==> src/rtl/hbr_pkg.sv <==
package hbr_pkg;
  // Bridge state selected by the direction bits {second, first}
  typedef enum logic [1:0] {
    MODE_COAST = 2'b00,
    MODE_FWD   = 2'b01,
    MODE_REV   = 2'b10,
    MODE_BRAKE = 2'b11
  } bridgeMode_e;

  // Strobes from control to the duty datapath
  typedef struct packed {
    logic clr;
    logic inc;
    logic dec;
  } dutyCmd_t;

  // Comparison results from the datapath
  typedef struct packed {
    logic reserved;
    logic below;
    logic above;
    logic overSupply;
  } loopFlags_t;

  localparam int unsigned MIN_CODE = 6;
endpackage

==> src/rtl/hbr_duty.sv <==
module hbr_duty
  import hbr_pkg::*;
#(
  parameter int unsigned PERIOD_CYC = 4494,
  parameter int unsigned DUTY_STEP  = 9,
  parameter int unsigned VW         = 12,
  parameter int unsigned DAC_LSB    = 4,
  localparam int unsigned DW = $clog2(PERIOD_CYC + 1)
) (
  input  logic          clk,
  input  logic          rstN,
  input  dutyCmd_t      cmd,
  input  logic [5:0]    vsetCode,
  input  logic [VW-1:0] avgVolt,
  input  logic [VW-1:0] supplyVolt,
  output loopFlags_t    flags,
  output logic [DW-1:0] duty
);
  localparam logic [DW-1:0] FULL = DW'(PERIOD_CYC);
  localparam logic [DW-1:0] STEP = DW'(DUTY_STEP);

  logic [31:0] setTarget;
  logic [31:0] measQ;

  always_comb begin
    setTarget        = (32'(vsetCode) + 32'd1) * DAC_LSB;
    measQ            = 32'(avgVolt) >> 2;
    flags.reserved   = 32'(vsetCode) < MIN_CODE;
    flags.below      = measQ < setTarget;
    flags.above      = measQ > setTarget;
    flags.overSupply = 32'(supplyVolt) < (setTarget << 2);
  end

  always_ff @(posedge clk) begin
    if (!rstN)          duty <= '0;
    else if (cmd.clr)   duty <= '0;
    else if (cmd.inc)   duty <= (duty >= FULL - STEP) ? FULL : duty + STEP;
    else if (cmd.dec)   duty <= (duty <= STEP) ? '0 : duty - STEP;
  end


  duty_bound_chk: assert property (@(posedge clk) disable iff (!rstN)
    32'(duty) <= PERIOD_CYC);

  step_limit_chk: assert property (@(posedge clk) disable iff (!rstN)
    1'b1 |=> 32'(duty) <= 32'($past(duty)) + DUTY_STEP);

  reserved_nostep_chk: assert property (@(posedge clk) disable iff (!rstN)
    flags.reserved |-> !(cmd.inc || cmd.dec));
endmodule

==> src/rtl/hbr_ctrl.sv <==
module hbr_ctrl
  import hbr_pkg::*;
#(
  parameter int unsigned PERIOD_CYC = 4494,
  localparam int unsigned DW = $clog2(PERIOD_CYC + 1),
  localparam int unsigned CW = $clog2(PERIOD_CYC)
) (
  input  logic          clk,
  input  logic          rstN,
  input  logic [1:0]    dirCmd,
  input  logic          curLimit,
  input  logic          haltReq,
  input  loopFlags_t    flags,
  input  logic [DW-1:0] duty,
  output dutyCmd_t      cmd,
  output logic          gateHiA,
  output logic          gateLoA,
  output logic          gateHiB,
  output logic          gateLoB,
  output logic          standby
);
  bridgeMode_e   mode;
  logic          drive;
  logic          periodEnd;
  logic          pwmOn;
  logic [CW-1:0] cnt;

  assign mode      = bridgeMode_e'(dirCmd);
  assign drive     = (mode == MODE_FWD) || (mode == MODE_REV);
  assign periodEnd = (cnt == CW'(PERIOD_CYC - 1));
  assign pwmOn     = 32'(cnt) < 32'(duty);

  always_ff @(posedge clk) begin
    if (!rstN || periodEnd) cnt <= '0;
    else                    cnt <= cnt + 1'b1;
  end

  // Priority: halt/non-drive, reserved, current limit, bypass, servo
  always_comb begin
    cmd = '0;
    if (haltReq || !drive)      cmd.clr = 1'b1;
    else if (periodEnd) begin
      if (flags.reserved)       cmd.clr = 1'b1;
      else if (curLimit)        cmd.dec = 1'b1;
      else if (flags.overSupply) cmd.inc = 1'b1;
      else if (flags.below)     cmd.inc = 1'b1;
      else if (flags.above)     cmd.dec = 1'b1;
    end
  end

  always_ff @(posedge clk) begin
    if (!rstN) begin
      {gateHiA, gateLoA, gateHiB, gateLoB} <= '0;
      standby <= 1'b1;
    end else begin
      standby <= (mode == MODE_COAST);
      if (haltReq) {gateHiA, gateLoA, gateHiB, gateLoB} <= '0;
      else begin
        unique case (mode)
          MODE_COAST: {gateHiA, gateLoA, gateHiB, gateLoB} <= 4'b0000;
          MODE_BRAKE: {gateHiA, gateLoA, gateHiB, gateLoB} <= 4'b1010;
          MODE_FWD:   {gateHiA, gateLoA, gateHiB, gateLoB} <= pwmOn ? 4'b1001 : 4'b1010;
          MODE_REV:   {gateHiA, gateLoA, gateHiB, gateLoB} <= pwmOn ? 4'b0110 : 4'b1010;
          default:    {gateHiA, gateLoA, gateHiB, gateLoB} <= 4'b0000;
        endcase
      end
    end
  end


  no_shoot_chk: assert property (@(posedge clk) disable iff (!rstN)
    !(gateHiA && gateLoA) && !(gateHiB && gateLoB));

  halt_dark_chk: assert property (@(posedge clk) disable iff (!rstN)
    haltReq |=> !(gateHiA || gateLoA || gateHiB || gateLoB));

  coast_idle_chk: assert property (@(posedge clk) disable iff (!rstN)
    (dirCmd == 2'b00) |=> standby && !(gateHiA || gateLoA || gateHiB || gateLoB));

  brake_pair_chk: assert property (@(posedge clk) disable iff (!rstN)
    (dirCmd == 2'b11 && !haltReq) |=> gateHiA && gateHiB && !gateLoA && !gateLoB);

  recirc_chk: assert property (@(posedge clk) disable iff (!rstN)
    (drive && !haltReq && !pwmOn) |=> gateHiA && gateHiB);

  curlim_down_chk: assert property (@(posedge clk) disable iff (!rstN)
    (periodEnd && curLimit && drive && !haltReq) |=> duty <= $past(duty));
endmodule

==> src/rtl/hbridge_pwm_reg.sv <==
module hbridge_pwm_reg
  import hbr_pkg::*;
#(
  parameter int unsigned PERIOD_CYC = 4494,
  parameter int unsigned DUTY_STEP  = 9,
  parameter int unsigned VW         = 12,
  parameter int unsigned DAC_LSB    = 4,
  localparam int unsigned DW = $clog2(PERIOD_CYC + 1)
) (
  input  logic          clk,
  input  logic          rstN,
  input  logic [1:0]    dirCmd,
  input  logic [5:0]    vsetCode,
  input  logic [VW-1:0] avgVolt,
  input  logic [VW-1:0] supplyVolt,
  input  logic          curLimit,
  input  logic          haltReq,
  output logic          gateHiA,
  output logic          gateLoA,
  output logic          gateHiB,
  output logic          gateLoB,
  output logic          standby
);
  dutyCmd_t      cmd;
  loopFlags_t    flags;
  logic [DW-1:0] duty;

  hbr_ctrl #(.PERIOD_CYC(PERIOD_CYC)) ctrl_i (
    .clk, .rstN, .dirCmd, .curLimit, .haltReq, .flags, .duty, .cmd,
    .gateHiA, .gateLoA, .gateHiB, .gateLoB, .standby
  );

  hbr_duty #(
    .PERIOD_CYC(PERIOD_CYC), .DUTY_STEP(DUTY_STEP), .VW(VW), .DAC_LSB(DAC_LSB)
  ) duty_i (
    .clk, .rstN, .cmd, .vsetCode, .avgVolt, .supplyVolt, .flags, .duty
  );
endmodule

==> config.mk <==
export PLATFORM = sky130hd
export DESIGN_NAME = hbridge_pwm_reg
export DESIGN_NICKNAME = d
export VERILOG_FILES = /design/src/rtl/hbr_pkg.sv /design/src/rtl/hbr_duty.sv /design/src/rtl/hbr_ctrl.sv /design/src/rtl/hbridge_pwm_reg.sv
export SDC_FILE = /design/constraint.sdc
export NUM_CORES = 1
export LEC_CHECK = 0
export ABC_AREA = 1
export BUFFER_PORTS_ARGS = -buffer_cell sky130_fd_sc_hd__buf_2
export CAP_MARGIN = 20
export CELL_PAD_IN_SITES_DETAIL_PLACEMENT = 0
export CELL_PAD_IN_SITES_GLOBAL_PLACEMENT = 2
export CORE_UTILIZATION = 31
export DETAILED_ROUTE_END_ITERATION = 6
export HOLD_SLACK_MARGIN = 0.08
export PLACE_DENSITY = 0.9
export SETUP_SLACK_MARGIN = 0.15
export SLEW_MARGIN = 10
export SYNTH_ARGS = -nofsm -noshare
export SYNTH_HDL_FRONTEND = slang
export SYNTH_SLANG_ARGS = --single-unit
==> constraint.sdc <==
create_clock -name clk -period 2.4 [get_ports clk]
set_input_delay 0.12 -clock clk [delete_from_list [all_inputs] [get_ports clk]]
set_output_delay 0.12 -clock clk [all_outputs]
set_load 0.01 [all_outputs]
* Yosys cells after proc, flatten, opt, wreduce, memory -nomap -nowiden
Index checks and enable logic that the tools add are counted.
** Operators by class
- Bitwise operators :: 1
- Multiplexer cells :: 22
- Eq/ne operators :: 4
- Reduce and logical (&&, ||, !) cells :: 10
- Add/subtract/negate cells :: 4
- $lt $le $gt $ge :: 7
** Operators with widths (number)
- $mux 13 :: 4
- $gt 10x32->1 :: 1
- $lt 10x32->1 :: 1
- $lt 12x32->1 :: 1
- $add 13x1->13 const B :: 1
- $add 13x4->13 const B :: 1
- $eq 13x13->1 const B :: 1
- $ge 13x13->1 const B :: 1
- $le 13x4->1 const B :: 1
- $lt 13x13->1 :: 1
- $sub 13x4->13 const B :: 1
- $mux 1 :: 9
- $pmux 1 s4 :: 2
- $add 6x1->7 const B :: 1
- $lt 6x3->1 const B :: 1
- $mux 2 :: 3
- $pmux 1 s3 :: 2
- $reduce_or 2->1 :: 3
- $eq 2x2->1 const B :: 2
- $mux 4 :: 1
- $logic_or 1x1->1 :: 3
- $mux 3 :: 1
- $eq 2x1->1 const B :: 1
- $logic_not 1->1 :: 2
- 3 further kinds :: 3
** Storage, ports and cells
- Logic and storage cells :: 55
- Bits in registers :: 31
- Output and inout bits :: 5
- Input bits :: 36

* Logic depth before layout (Yosys ltp)
Gate-level depths: netlist of run 1.
- Word-level depth :: 11
- Depth in mapped cells :: 18
- Mapped depth without buffers :: 18

* Modules after synthesis
From an unflattened synthesis of run 1, not the netlist that was laid out.
** Unflattened totals
- Cell total of the unflattened synthesis :: 455
- Area total of the unflattened synthesis :: 2920.3 um^2
** By module, submodules not included
- hbr_duty :: area each 1672.9 um^2, times used 1, seq. area each 260.2 um^2, cells each 275
- hbr_ctrl :: area each 1247.4 um^2, times used 1, seq. area each 360.3 um^2, cells each 180

* Worst setup path before layout of run 1
OpenSTA, ideal clock, no wires.
- Path kind :: input to register
- From :: in vsetCode[0]
- To :: reg duty_i.duty[5]
- Required time :: 2.285 ns
- Library setup time :: 0.115 ns
- Stages on the path :: 15
- Data arrival time :: 1.900 ns
- Path slack :: 0.385 ns
- Path buffers :: 1
- Path through :: ha_1 nand3_1 nand3b_1 ha_1 inv_1 nor2_1 nand2_1 and3_1 nand2_1 nand3_1 nand2_1 clkbuf_1 a21oi_1 o21ai_0 inv_1
** Between the ends
- Word-level cells in the longest chain between the ends :: 10
- Elaborated cells between the ends (all ways) :: 20
- Classes of those cells :: add/sub: 1; order compare: 4; mux: 13; reduce/logical: 2
** RTL lines
- start, declared :: RTL line hbridge_pwm_reg.sv:13 : input logic [5:0] vsetCode,
- $add 6x1->7 :: RTL line hbr_duty.sv:26 : setTarget = (32'(vsetCode) + 32'd1) * DAC_LSB;
- $gt 10x32->1 :: RTL line hbr_duty.sv:30 : flags.above = measQ > setTarget;
- $mux 1 :: RTL line hbr_ctrl.sv:47 : else if (flags.above) cmd.dec = 1'b1;
- $mux 1 :: RTL line hbr_ctrl.sv:46 : else if (flags.below) cmd.inc = 1'b1;
- $mux 1 :: RTL line hbr_ctrl.sv:45 : else if (flags.overSupply) cmd.inc = 1'b1;
- $mux 1 :: RTL line hbr_ctrl.sv:44 : else if (curLimit) cmd.dec = 1'b1;
- $mux 2 :: RTL line hbr_ctrl.sv:43 : if (flags.reserved) cmd.clr = 1'b1;
- $mux 3 * :: RTL line hbr_ctrl.sv:42 : else if (periodEnd) begin
- $mux 2 :: RTL line hbr_ctrl.sv:41 : if (haltReq || !drive) cmd.clr = 1'b1;
- $reduce_bool 2->1 (no line)
- end signal, assigned :: RTL line hbr_duty.sv:37 : else if (cmd.inc) duty <= (duty >= FULL - STEP) ? FULL : duty + STEP;
- end signal, assigned :: RTL line hbr_duty.sv:38 : else if (cmd.dec) duty <= (duty <= STEP) ? '0 : duty - STEP;
- end, declared :: RTL line hbr_duty.sv:17 : output logic [DW-1:0] duty
Mark *: on every way between the ends. The rest lies on a longest branch, timed or not.
A chain may end at the register's enable or synchronous reset.

* Final worst setup path of run 1
- From :: reg duty_i.duty[2]
- To :: reg duty_i.duty[2]
** Between the ends
- Word-level cells in the longest chain between the ends :: 4
- Elaborated cells between the ends (all ways) :: 8
- Classes of those cells :: add/sub: 2; order compare: 2; mux: 4
** RTL lines (RTL line)
- $sub 13x4->13 or $le 13x4->1 (tied branches) :: hbr_duty.sv:38
- $mux 13 (2 in a row) :: hbr_duty.sv:38
- $mux 13 * :: hbr_duty.sv:37
Mark *: on every way between the ends. The rest lies on a longest branch, timed or not. The select of a mux whose other input is x is not followed.

==> results of run 1 <==
==> synth_stat cells <==
library cell / instances / area, sq um
a21oi_1: 35 / 175.2
a21oi_2: 1 / 8.760
a31oi_1: 1 / 6.260
and2_1: 1 / 6.260
and3_1: 3 / 18.77
buf_2: 6 / 30.03
buf_4: 1 / 7.510
buf_6: 1 / 11.26
clkbuf_1: 2 / 7.510
dfxtp_1: 31 / 620.6
ha_1: 35 / 437.9
inv_1: 63 / 236.5
inv_2: 4 / 15.01
nand2_1: 115 / 431.7
nand2_4: 1 / 11.26
nand3_1: 54 / 270.3
nand3_2: 1 / 10.01
nand3b_1: 3 / 22.52
nand4_1: 6 / 37.54
nor2_1: 60 / 225.2
nor2_2: 1 / 6.260
nor3_1: 9 / 45.04
nor3_2: 3 / 30.03
nor3_4: 1 / 16.27
nor3b_1: 4 / 30.03
nor4_1: 1 / 6.260
o21a_1: 2 / 15.01
o21ai_0: 16 / 80.08
o221ai_1: 1 / 8.760
o31ai_1: 1 / 7.510
or2_2: 1 / 6.260
xnor2_1: 2 / 17.52
xor2_1: 10 / 87.58
==> cell families (layout without fill, tap and decap cells) <==
group | Yosys count | count (layout) | synth area share
AND/OR/NAND/NOR | 264 | 264 | 0.3983
buffers and inverters | 77 | 120 | 0.1045
adder cells (fa/ha/maj) | 35 | 35 | 0.1486
flip-flops | 31 | 31 | 0.2106
XOR/XNOR | 12 | 12 | 0.03567
AO/OA/AOI/OAI | 57 | 57 | 0.1023
==> sequential cells by signal, indices dropped and copies added, names as in the netlist <==
register / cells
ctrl_i.cnt: 13
ctrl_i.gateHiB: 1
ctrl_i.gateLoA: 1
ctrl_i.gateLoB: 1
ctrl_i.standby: 1
ctrl_i.gateHiA: 1
duty_i.duty: 13
==> timing repair <==
item	in CTS	in global routing
endpoints found under the hold margin	1	0
setup buffers	0	3
resized for setup	0	1
endpoints found under the setup margin	0	4
hold buffers	1	0
==> metrics by stage <==
stage	worst slack (ns)	area [sq um]
floorplan	0.3850	2947
global placement	0.08295	3287
detailed placement	0.02946	3287
CTS	0.3492	3390
global route	0.1574	3415
finish	0.3641	3415
==> path summary, 6_finish.rpt <==
kind / startpoint / end / slack (ns) / cells after the start
hold reg to reg: ctrl_i.cnt[12] / ctrl_i.cnt[12] / 0.49 / 2
setup / recovery: duty_i.duty[2] / duty_i.duty[2] / 0.36 / 12
setup reg to reg: duty_i.duty[2] / duty_i.duty[2] / 0.36 / 12
hold / removal: haltReq / ctrl_i.gateLoB / 0.13 / 4
==> worst max-delay path, cell delays in order (launching register included) <==
cell     delay, ns
dfxtp_1       0.49
inv_1         0.19
nand2_1       0.10
nand2_1       0.07
nand2_1       0.18
inv_2         0.09
nand2_1       0.07
nand2_1       0.12
inv_2         0.22
o21ai_0       0.12
nand2_1       0.08
o21ai_0       0.09
a21oi_1       0.14
==> per-layer routing <==
metal | vias to the layer above | GRT usage | wire length, microns
met3 | 5 | 0.02319 | 346
met2 | 84 | 0.3109 | 3836
met1 | 1358 | 0.2239 | 3774
met5 | - | 0 | 0
met4 | 0 | 0.05769 | 78
li1 | 1634 | - | -
==> power by group through the flow <==
stage | clock [W] | combinational [W] | sequential [W]
final | 0.000453 | 0.000170 | 0.000528
after global routing | 0.000501 | 0.000199 | 0.000529
after CTS | 0.000475 | 0.000172 | 0.000528
after detailed placement | 0 | 0.000170 | 0.000540
after global placement | 0 | 0.000167 | 0.000540
after floorplan | 0 | 0.000102 | 0.000540
==> final cells by class <==
type	count	area, sq um	share of cell area
clock buffers	5	68.82	0.02015
clock inverters	3	23.77	0.006962
inverters	67	251.5	0.07365
multi-input cells	368	2021	0.5918
flip-flops and latches	31	620.6	0.1818
well taps	129	161.4	0.04727
repair buffers	45	267.8	0.07842
==> results.py, run 1 <==
metrics = {
    "layout": {
        "layout_common_cells": "115 x nand2_1, 63 x inv_1, 59 x nor2_1",
        "syn_to_final_growth_pct": 15.88,
        "nNetsFinal": 589,
        "final_common_cell": "nand2_1",
        "fillers": 1045,
        "num_antenna_cells": 0,
        "final_util": 0.3695,
        "drive_gt1_frac": 0.1272,
        "finalNonFillerCells": 648,
    },
    "place": {
        "portBuffers": 34,
        "gp_congestion": 0.8637,
        "dp_hpwl_microns": 6410,
        "numPlacedInstances": 636,
    },
    "drt": {
        "wl_per_cell_microns": 12.40,
        "drtIter0Drc": 162,
        "dr_total_vias": 3081,
        "route.detailed.drc": 0,
        "vias_per_cell": 4.755,
        "drt_first_pass_iters": 4,
        "final_antenna_net_count": 0,
        "wirelength_microns": 8036,
    },
    "logic_synthesis": {
        "yosysWarnings": 0,
        "synth_area_sq_mm": 0.002947,
        "synth_nets": 547,
        "ys_ff_latch": 31,
        "synth_seq_area_share": 0.2106,
        "synth_cell_type_count": 33,
        "netlist_instances": 476,
        "syn_avg_cell_area_sq_um": 6.190,
    },
    "sta": {
        "rsz0062_at_grt": "no",
        "fin_skew_ns": 0.009646,
        "max_slew_margin": 0.7182,
        "finalCriticalPeriod_ns": 2.036,
        "timing.setup.tns_ns": 0,
        "setup_viol": 0,
        "worst_pin_slew_ns": 0.4221,
        "hold_ws_ns": 0.1302,
        "fmax_mhz": 491.2,
        "hold_viol": 0,
        "period_share": 0.8483,
        "final_max_slew_viol_count": 0,
    },
    "power": {
        "power.internal_w": 0.0008028,
        "power.density_mw_per_mm2": 337.0,
        "max-vdd-ir-drop_uv": 151.8,
        "switching_share": 0.3024,
        "power_w": 0.001151,
        "seqPwrFrac": 0.458,
        "p_clk_frac": 0.394,
        "p_leak_nw": 1.661,
        "p_switching_w": 0.0003480,
        "p_comb_frac": 0.148,
    },
    "min_path": {
        "hold_class": "input pin to register",
    },
    "die": {
        "die-height_microns": 99.50,
        "die_w_microns": 99.50,
        "start_util": 0.3189,
        "ioPinCount": 41,
        "num_rows": 35,
        "die_area_sq_mm": 0.009899,
        "core_sq_mm": 0.009240,
    },
    "run": {
        "maxCapViolations": 0,
    },
    "clock_network": {
        "clock-sinks": 31,
        "numCtsBuffers": 5,
        "clkTransAtPathRegs_ns": 0.08,
        "clk-insertion-delay-late_ns": 0.30,
        "htree_num_levels": 2,
        "clock-root-buffer": "clkbuf_8",
        "tritoncts": "built",
        "clk_path_buf_depth": 2,
    },
    "outcome": {
        "outcome": "completed",
    },
    "grt": {
        "grt_pass1_vias": 3013,
        "grt_usage": 0.1772,
        "antenna_found_initial": 0,
        "grt_max_degree": 16,
        "grt_pass1_wl_microns": 13930,
        "overflow": 0,
    },
    "setup_path": {
        "cp-end-kind": "register",
        "critPathRequiredTime_ns": 2.63,
        "critPathKind": "register to register",
        "crit_fanout": 10,
        "critPathArrivalTime_ns": 2.27,
        "cp-start-kind": "register",
    },
}
(Power assumes the default switching activity.)
==> inputs of run 2 (changes only) <==
- CORE_UTILIZATION: 31 -> 28
- PLACE_DENSITY: 0.9 -> 0.86
- clock period: 2.4 -> 1.65 ns (I/O delays scaled with it)
==> run 2 against run 1 <==
Effect of this change: die area up 10%; utilization up 8.7 points; largest power group is now the clock network; critical path depth up 5; the run now ends with setup timing left; clock power up 72%; critical path type is now input pin to register.
==> results.py, run 2 (synthesis gave the netlist of run 1 again) <==
metrics = {
    "outcome": {
        "outcome": "complete, but fails checks",
        "failed_checks": "setup timing",
    },
    "die": {
        "start_util": 0.2867,
        "die-height_microns": 104.6,
        "core_sq_mm": 0.01028,
        "die_w_microns": 104.6,
        "num_rows": 37,
        "die_area_sq_mm": 0.01094,
        "ioPinCount": 41,
    },
    "setup_path": {
        "crit_chain": "buf_8 > ha_4 > nand3_2 > nand3b_1 > ha_1 > inv_1 > nor2_2 > nand2_1 > and3_1 > nand2_2 > nand2_4 > buf_12 > nand2_8 > nand3b_1 > nand3_1 > nand2_1 > inv_1",
        "cp-end-kind": "register",
        "rr_worst_depth": 10,
        "critPathKind": "input pin to register",
        "critPathMaxStageDelay_ns": 0.29,
        "cp_top_family": "simple AND/OR/NAND/NOR gates",
        "path_buf_inv": 4,
        "slowest_stage": "ha_1",
        "critPathArrivalTime_ns": 2.03,
        "crit_fanout": 6,
        "cp-start-kind": "input pin",
        "critPathRequiredTime_ns": 1.88,
        "worst_r2r_startpoint": "duty_i.duty[0]",
        "rr_endpoint": "duty_i.duty[8]",
        "reg2reg_slack_ns": -0.13,
    },
    "power": {
        "power.density_mw_per_mm2": 414.9,
        "power_w": 0.001948,
        "p_leak_nw": 2.199,
        "power.internal_w": 0.001399,
        "max-vdd-ir-drop_uv": 234.4,
        "switching_share": 0.2817,
        "seqPwrFrac": 0.391,
        "p_switching_w": 0.0005487,
        "p_clk_frac": 0.400,
        "p_comb_frac": 0.209,
    },
    "layout": {
        "syn_to_final_growth_pct": 59.32,
        "nNetsFinal": 674,
        "drive_gt1_frac": 0.4272,
        "final_common_cell": "nand2_1",
        "fillers": 1108,
        "top_regs": "ctrl_i.cnt x13, duty_i.duty x13",
        "layout_common_cells": "94 x nand2_1, 79 x buf_4, 53 x inv_1",
        "final_util": 0.4568,
        "num_antenna_cells": 0,
    },
    "grt": {
        "grt_pass1_wl_microns": 15560,
        "grt_usage": 0.1778,
        "overflow": 0,
        "antenna_found_initial": 0,
        "grt_max_degree": 16,
        "grt_pass1_vias": 3393,
    },
    "place": {
        "gp_congestion": 0.9287,
        "dpl_worst_slack_ns": -0.5639,
        "dp_hpwl_microns": 7700,
        "portBuffers": 34,
    },
    "clock_network": {
        "clk_path_buf_depth": 2,
        "htree_num_levels": 2,
        "clock-root-buffer": "clkbuf_8",
        "clkTransAtPathRegs_ns": 0.08,
        "clk-insertion-delay-late_ns": 0.29,
        "clock-sinks": 31,
        "tritoncts": "built",
        "numCtsBuffers": 5,
    },
    "drt": {
        "wirelength_microns": 9668,
        "drtIter0Drc": 129,
        "vias_per_cell": 4.692,
        "route.detailed.drc": 0,
        "wl_per_cell_microns": 13.06,
        "drt_first_pass_iters": 4,
        "dr_total_vias": 3472,
        "final_antenna_net_count": 0,
    },
    "sta": {
        "worst_pin_slew_ns": 0.3109,
        "rsz0062_at_grt": "yes",
        "fin_ws_ns": -0.1511,
        "final_max_slew_viol_count": 0,
        "fmax_mhz": 555.2,
        "max_slew_margin": 0.7911,
        "hold_viol": 0,
        "finalCriticalPeriod_ns": 1.801,
        "timing.setup.tns_ns": -1.618,
        "period_share": 1.092,
        "fin_skew_ns": 0.009526,
        "setup_viol": 13,
        "hold_ws_ns": 0.1304,
    },
    "min_path": {
        "min-delay-start": "haltReq",
        "hold_end": "ctrl_i.gateLoA",
        "hold_class": "input pin to register",
        "hold_depth": 4,
    },
    "run": {
        "maxCapViolations": 0,
    },
}
run 2: worst reg2reg max path, cell delays in order, from the launching register on:
cell and delay, ns:
dfxtp_1 0.40, buf_4 0.14, ha_1 0.17, nand2_1 0.08
a21oi_1 0.21, nand4_1 0.23, nor2_1 0.14, nor2_1 0.06
nand3_1 0.06, nand3_1 0.08, a21oi_1 0.15
run 2: per-stage QoR:
stage | std cells | instance area, sq um
after floorplan | 476 | 3027
after global placement | 721 | 3945
after detailed placement | 721 | 3945
after CTS | 734 | 4294
after global routing | 740 | 4695
final | 740 | 4695
run 2: worst max path at each step:
stage                              from        endpoint  slack (ns)  depth (start not counted)
after floorplan             vsetCode[0]  duty_i.duty[3]       -0.16                         15
after global placement      vsetCode[0]  duty_i.duty[5]       -0.45                         17
after detailed placement    vsetCode[0]  duty_i.duty[5]       -0.56                         17
after CTS                 ctrl_i.cnt[1]  duty_i.duty[8]       -0.17                         12
after global routing        vsetCode[3]  duty_i.duty[4]       -0.30                         19
final                       vsetCode[1]  duty_i.duty[1]       -0.15                         17
run 2: power by group through the flow:
stage / Clock, W / Combinational [W] / Sequential (W)
CTS: 0.000803 / 0.000328 / 0.000764
detailed placement: 0 / 0.000292 / 0.000781
floorplan: 0 / 0.000157 / 0.000785
global placement: 0 / 0.000285 / 0.000781
finish: 0.000779 / 0.000406 / 0.000762
global route: 0.000836 / 0.000455 / 0.000763
run 2: per-layer routing:
layer  part of all wire  GRT usage  vias to the layer above
met5                  0          0                        -
met2               0.51     0.3217                       76
met3              0.029    0.02495                       12
met4              0.016    0.06036                        0
li1                   -          -                     1803
met1               0.45     0.2139                     1581
run 2: layout make-up:
type | instances | area, sq um | area share
clock inverter | 3 | 43.79 | 0.009328
timing repair buffer | 129 | 989.7 | 0.2108
tap | 136 | 170.2 | 0.03625
multi-input combinational | 369 | 2506 | 0.5338
inverter | 67 | 271.5 | 0.05784
clock buffer | 5 | 68.82 | 0.01466
sequential | 31 | 644.4 | 0.1373
run 2: repair_timing:
action | in CTS | in global routing
endpoints found under the hold margin | 1 | 0
resized for setup | 61 | 95
setup endpoints to repair | 29 | 30
hold buffers | 1 | 0
cloned | 1 | 0
pin swaps | 24 | 43
buffers inserted | 3 | 6
==> inputs of run 3 (changes only) <==
- ABC_AREA: 1 -> not set
- CORE_UTILIZATION: 28 -> 30
- PLACE_DENSITY: 0.86 -> 0.85
==> run 3 against run 2 <==
Effect of this change: sequential share of layout area increased by 0.17 points; count of clock-buffer cells in the layout is 2 higher; total power increased by 2.5%; area after synthesis shrank 9.0%; highest routed layer unchanged; worst hold slack improved by 0.045 ns; the run still ends with setup timing left; wire length rose by 2.1%; largest power group unchanged; combinational power up 14%; register-to-register slack lost 0.57 ns.
==> results.py, run 3 <==
metrics = {
    "outcome": {
        "outcome": "complete, but fails checks",
        "failed_checks": "setup timing",
    },
    "setup_path": {
        "critPathMaxStageDelay_ns": 0.38,
        "cp-end-kind": "register",
        "cp_top_family": "compound AO/OA/AOI/OAI gates",
        "critPathRequiredTime_ns": 1.84,
        "path_buf_inv": 1,
        "cp-start-kind": "register",
        "crit_fanout": 4,
        "critPathArrivalTime_ns": 2.55,
        "slowest_stage": "a2111o_1",
        "crit_chain": "buf_4 > o31a_1 > o311a_1 > o21a_4 > a2111o_1 > or3_1 > a21oi_1 > nor3_1",
        "critPathKind": "register to register",
    },
    "layout": {
        "fin_area_sq_mm": 0.004583,
        "finalNonFillerCells": 614,
        "drive_gt1_frac": 0.4960,
        "layout_common_cells": "117 x buf_4, 31 x buf_2, 28 x nor2_1",
        "final_util": 0.5281,
        "syn_to_final_growth_pct": 70.85,
        "num_antenna_cells": 0,
        "multi_input_area_sq_mm": 0.002384,
        "final_common_cell": "buf_4",
        "nNetsFinal": 576,
        "top_regs": "ctrl_i.cnt x13, duty_i.duty x13",
        "fillers": 813,
        "layout.area.seq_sq_um": 636.9,
    },
    "clock_network": {
        "numCtsBuffers": 5,
        "clk-insertion-delay-late_ns": 0.30,
        "clock-sinks": 31,
        "clk_path_buf_depth": 2,
        "clock-root-buffer": "clkbuf_8",
        "clkTransAtPathRegs_ns": 0.08,
        "htree_num_levels": 2,
        "tritoncts": "built",
    },
    "sta": {
        "hold_ws_ns": 0.1752,
        "worst_pin_slew_ns": 0.4619,
        "hold_viol": 0,
        "finalCriticalPeriod_ns": 2.352,
        "period_share": 1.426,
        "fin_skew_ns": 0.01499,
        "setup_viol": 17,
        "fmax_mhz": 425.1,
        "fin_ws_ns": -0.7024,
        "max_slew_margin": 0.6920,
        "final_max_slew_viol_count": 0,
        "rsz0062_at_grt": "yes",
    },
    "place": {
        "portBuffers": 34,
        "dp_hpwl_microns": 6904,
        "gp_congestion": 0.8754,
        "dpl_worst_slack_ns": -1.011,
        "placed_area_sq_mm": 0.003928,
        "numPlacedInstances": 589,
    },
    "logic_synthesis": {
        "synth_seq_area_share": 0.2313,
        "synth_fa_ha_area_frac": 0.1632,
        "synth-xor-area-share": 0.05224,
        "yosys-top-cells-area": "dfxtp_1 23%, ha_1 16%, a21oi_1 4.5%, nor2_1 4.3%, nand3_1 3.7%",
        "synthArstFlopShare": 0,
        "yosys.area_share.simple": 0.2598,
        "synth_area_sq_mm": 0.002683,
        "synth_compound_area_frac": 0.2491,
        "synth_cell_type_count": 54,
        "ys.flop_type": "dfxtp_1",
        "ys_ff_latch": 31,
        "yosysWarnings": 0,
        "synth_top_family_by_area": "simple AND/OR/NAND/NOR gates",
        "yosys.area.top_type": "dfxtp_1",
        "syn_avg_cell_area_sq_um": 7.867,
        "synth.area.mux_share": 0,
        "synthDominantCellAreaShare": 0.2313,
        "synth_edf_count": 0,
        "synth_nets": 412,
        "netlist_instances": 341,
        "synthTopCellsByCount": "35 x ha_1, 31 x dfxtp_1, 31 x nor2_1",
        "yosysMostFrequentCell": "ha_1",
    },
    "die": {
        "die_area_sq_mm": 0.009324,
        "core_sq_mm": 0.008678,
        "num_rows": 34,
        "die_w_microns": 96.56,
        "start_util": 0.3091,
        "die-height_microns": 96.56,
        "ioPinCount": 41,
    },
    "min_path": {
        "hold_class": "input pin to register",
    },
    "drt": {
        "drtIter0Drc": 185,
        "drt_first_pass_iters": 4,
        "dr_total_vias": 3256,
        "route.detailed.drc": 0,
        "final_antenna_net_count": 0,
        "vias_per_cell": 5.303,
        "wirelength_microns": 9873,
        "wl_per_cell_microns": 16.08,
    },
    "grt": {
        "grt_pass1_wl_microns": 14480,
        "busiest_layer": "met2",
        "grt_usage": 0.2032,
        "overflow": 0,
        "grt_pass1_vias": 3112,
        "met3_usage": 0.03052,
        "grt_max_degree": 14,
        "met1_usage": 0.2642,
        "gr-usage-met2": 0.3439,
        "antenna_found_initial": 0,
    },
    "power": {
        "power.density_mw_per_mm2": 435.7,
        "p_leak_nw": 1.958,
        "max-vdd-ir-drop_uv": 258.4,
    },
    "run": {
        "maxCapViolations": 0,
    },
}
-- run 3: changes by cell type after synthesis, sizes merged, moves of 7 or more --
cell and delta:
nor2 -30, nor3 +7, inv -47, a21oi -12
nand2 -96, a211oi +10, nand3 -35
-- run 3: metrics by stage --
stage | TNS (ns) | total power [W]
after floorplan | -9.463 | 0.0009622
after global placement | -12.17 | 0.001134
after detailed placement | -12.72 | 0.001144
after CTS | -8.480 | 0.001950
after global routing | -10.62 | 0.002079
final | -9.084 | 0.001997
-- run 3: final cells by class --
class,instances,share of cell area
Multi-Input combinational cell,282,0.5201
Tap cell,108,0.02948
Inverter,20,0.01802
Clock buffer,7,0.02348
Clock inverter,1,0.001092
Timing Repair Buffer,165,0.2689
Sequential cell,31,0.1390
-- run 3: cell families (layout without fill, tap and decap cells) --
| kind of cell | count (synthesis) | count (layout) |
|---|---|---|
| buffers and inverters | 29 | 193 |
| flip-flops | 31 | 31 |
| AO/OA/AOI/OAI | 96 | 97 |
| XOR/XNOR | 16 | 16 |
| AND/OR/NAND/NOR | 134 | 134 |
| adder cells (fa/ha/maj) | 35 | 35 |
-- run 3: worst register-to-register path, stage by stage (launching register included) --
cell and delay (ns):
dfxtp_1 0.35, buf_4 0.14, o31a_1 0.31, o311a_1 0.34
o21a_4 0.23, a2111o_1 0.38, or3_1 0.32, a21oi_1 0.13
nor3_1 0.05
-- run 3: final timing paths --
check	startpoint	to	slack (ns)	depth (start not counted)
max	duty_i.duty[0]	duty_i.duty[3]	-0.70	8
min	haltReq	ctrl_i.gateLoA	0.18	4
max reg2reg	duty_i.duty[0]	duty_i.duty[3]	-0.70	8
min reg2reg	ctrl_i.cnt[0]	ctrl_i.cnt[1]	0.55	2
-- run 3: where the power goes --
group          total (W)  internal, W  switching, W
clock           0.000771     0.000428      0.000343
combinational   0.000463     0.000237      0.000227
sequential      0.000762     0.000756    0.00000577
-- run 3: timing repair --
action / 4_1_cts / 5_1_grt
setup buffers: 9 / 4
resized for setup: 58 / 30
gates cloned: 2 / 1
hold endpoints to repair: 1 / 0
hold buffers: 1 / 0
pin swaps: 29 / 25
setup endpoints to repair: 30 / 21
-- run 3: metal layers --
| metal | wire length [microns] | share of wire |
|---|---|---|
| met1 | 4591 | 0.47 |
| met4 | 102 | 0.010 |
| met3 | 503 | 0.051 |
| met5 | 0 | 0 |
| met2 | 4676 | 0.47 |
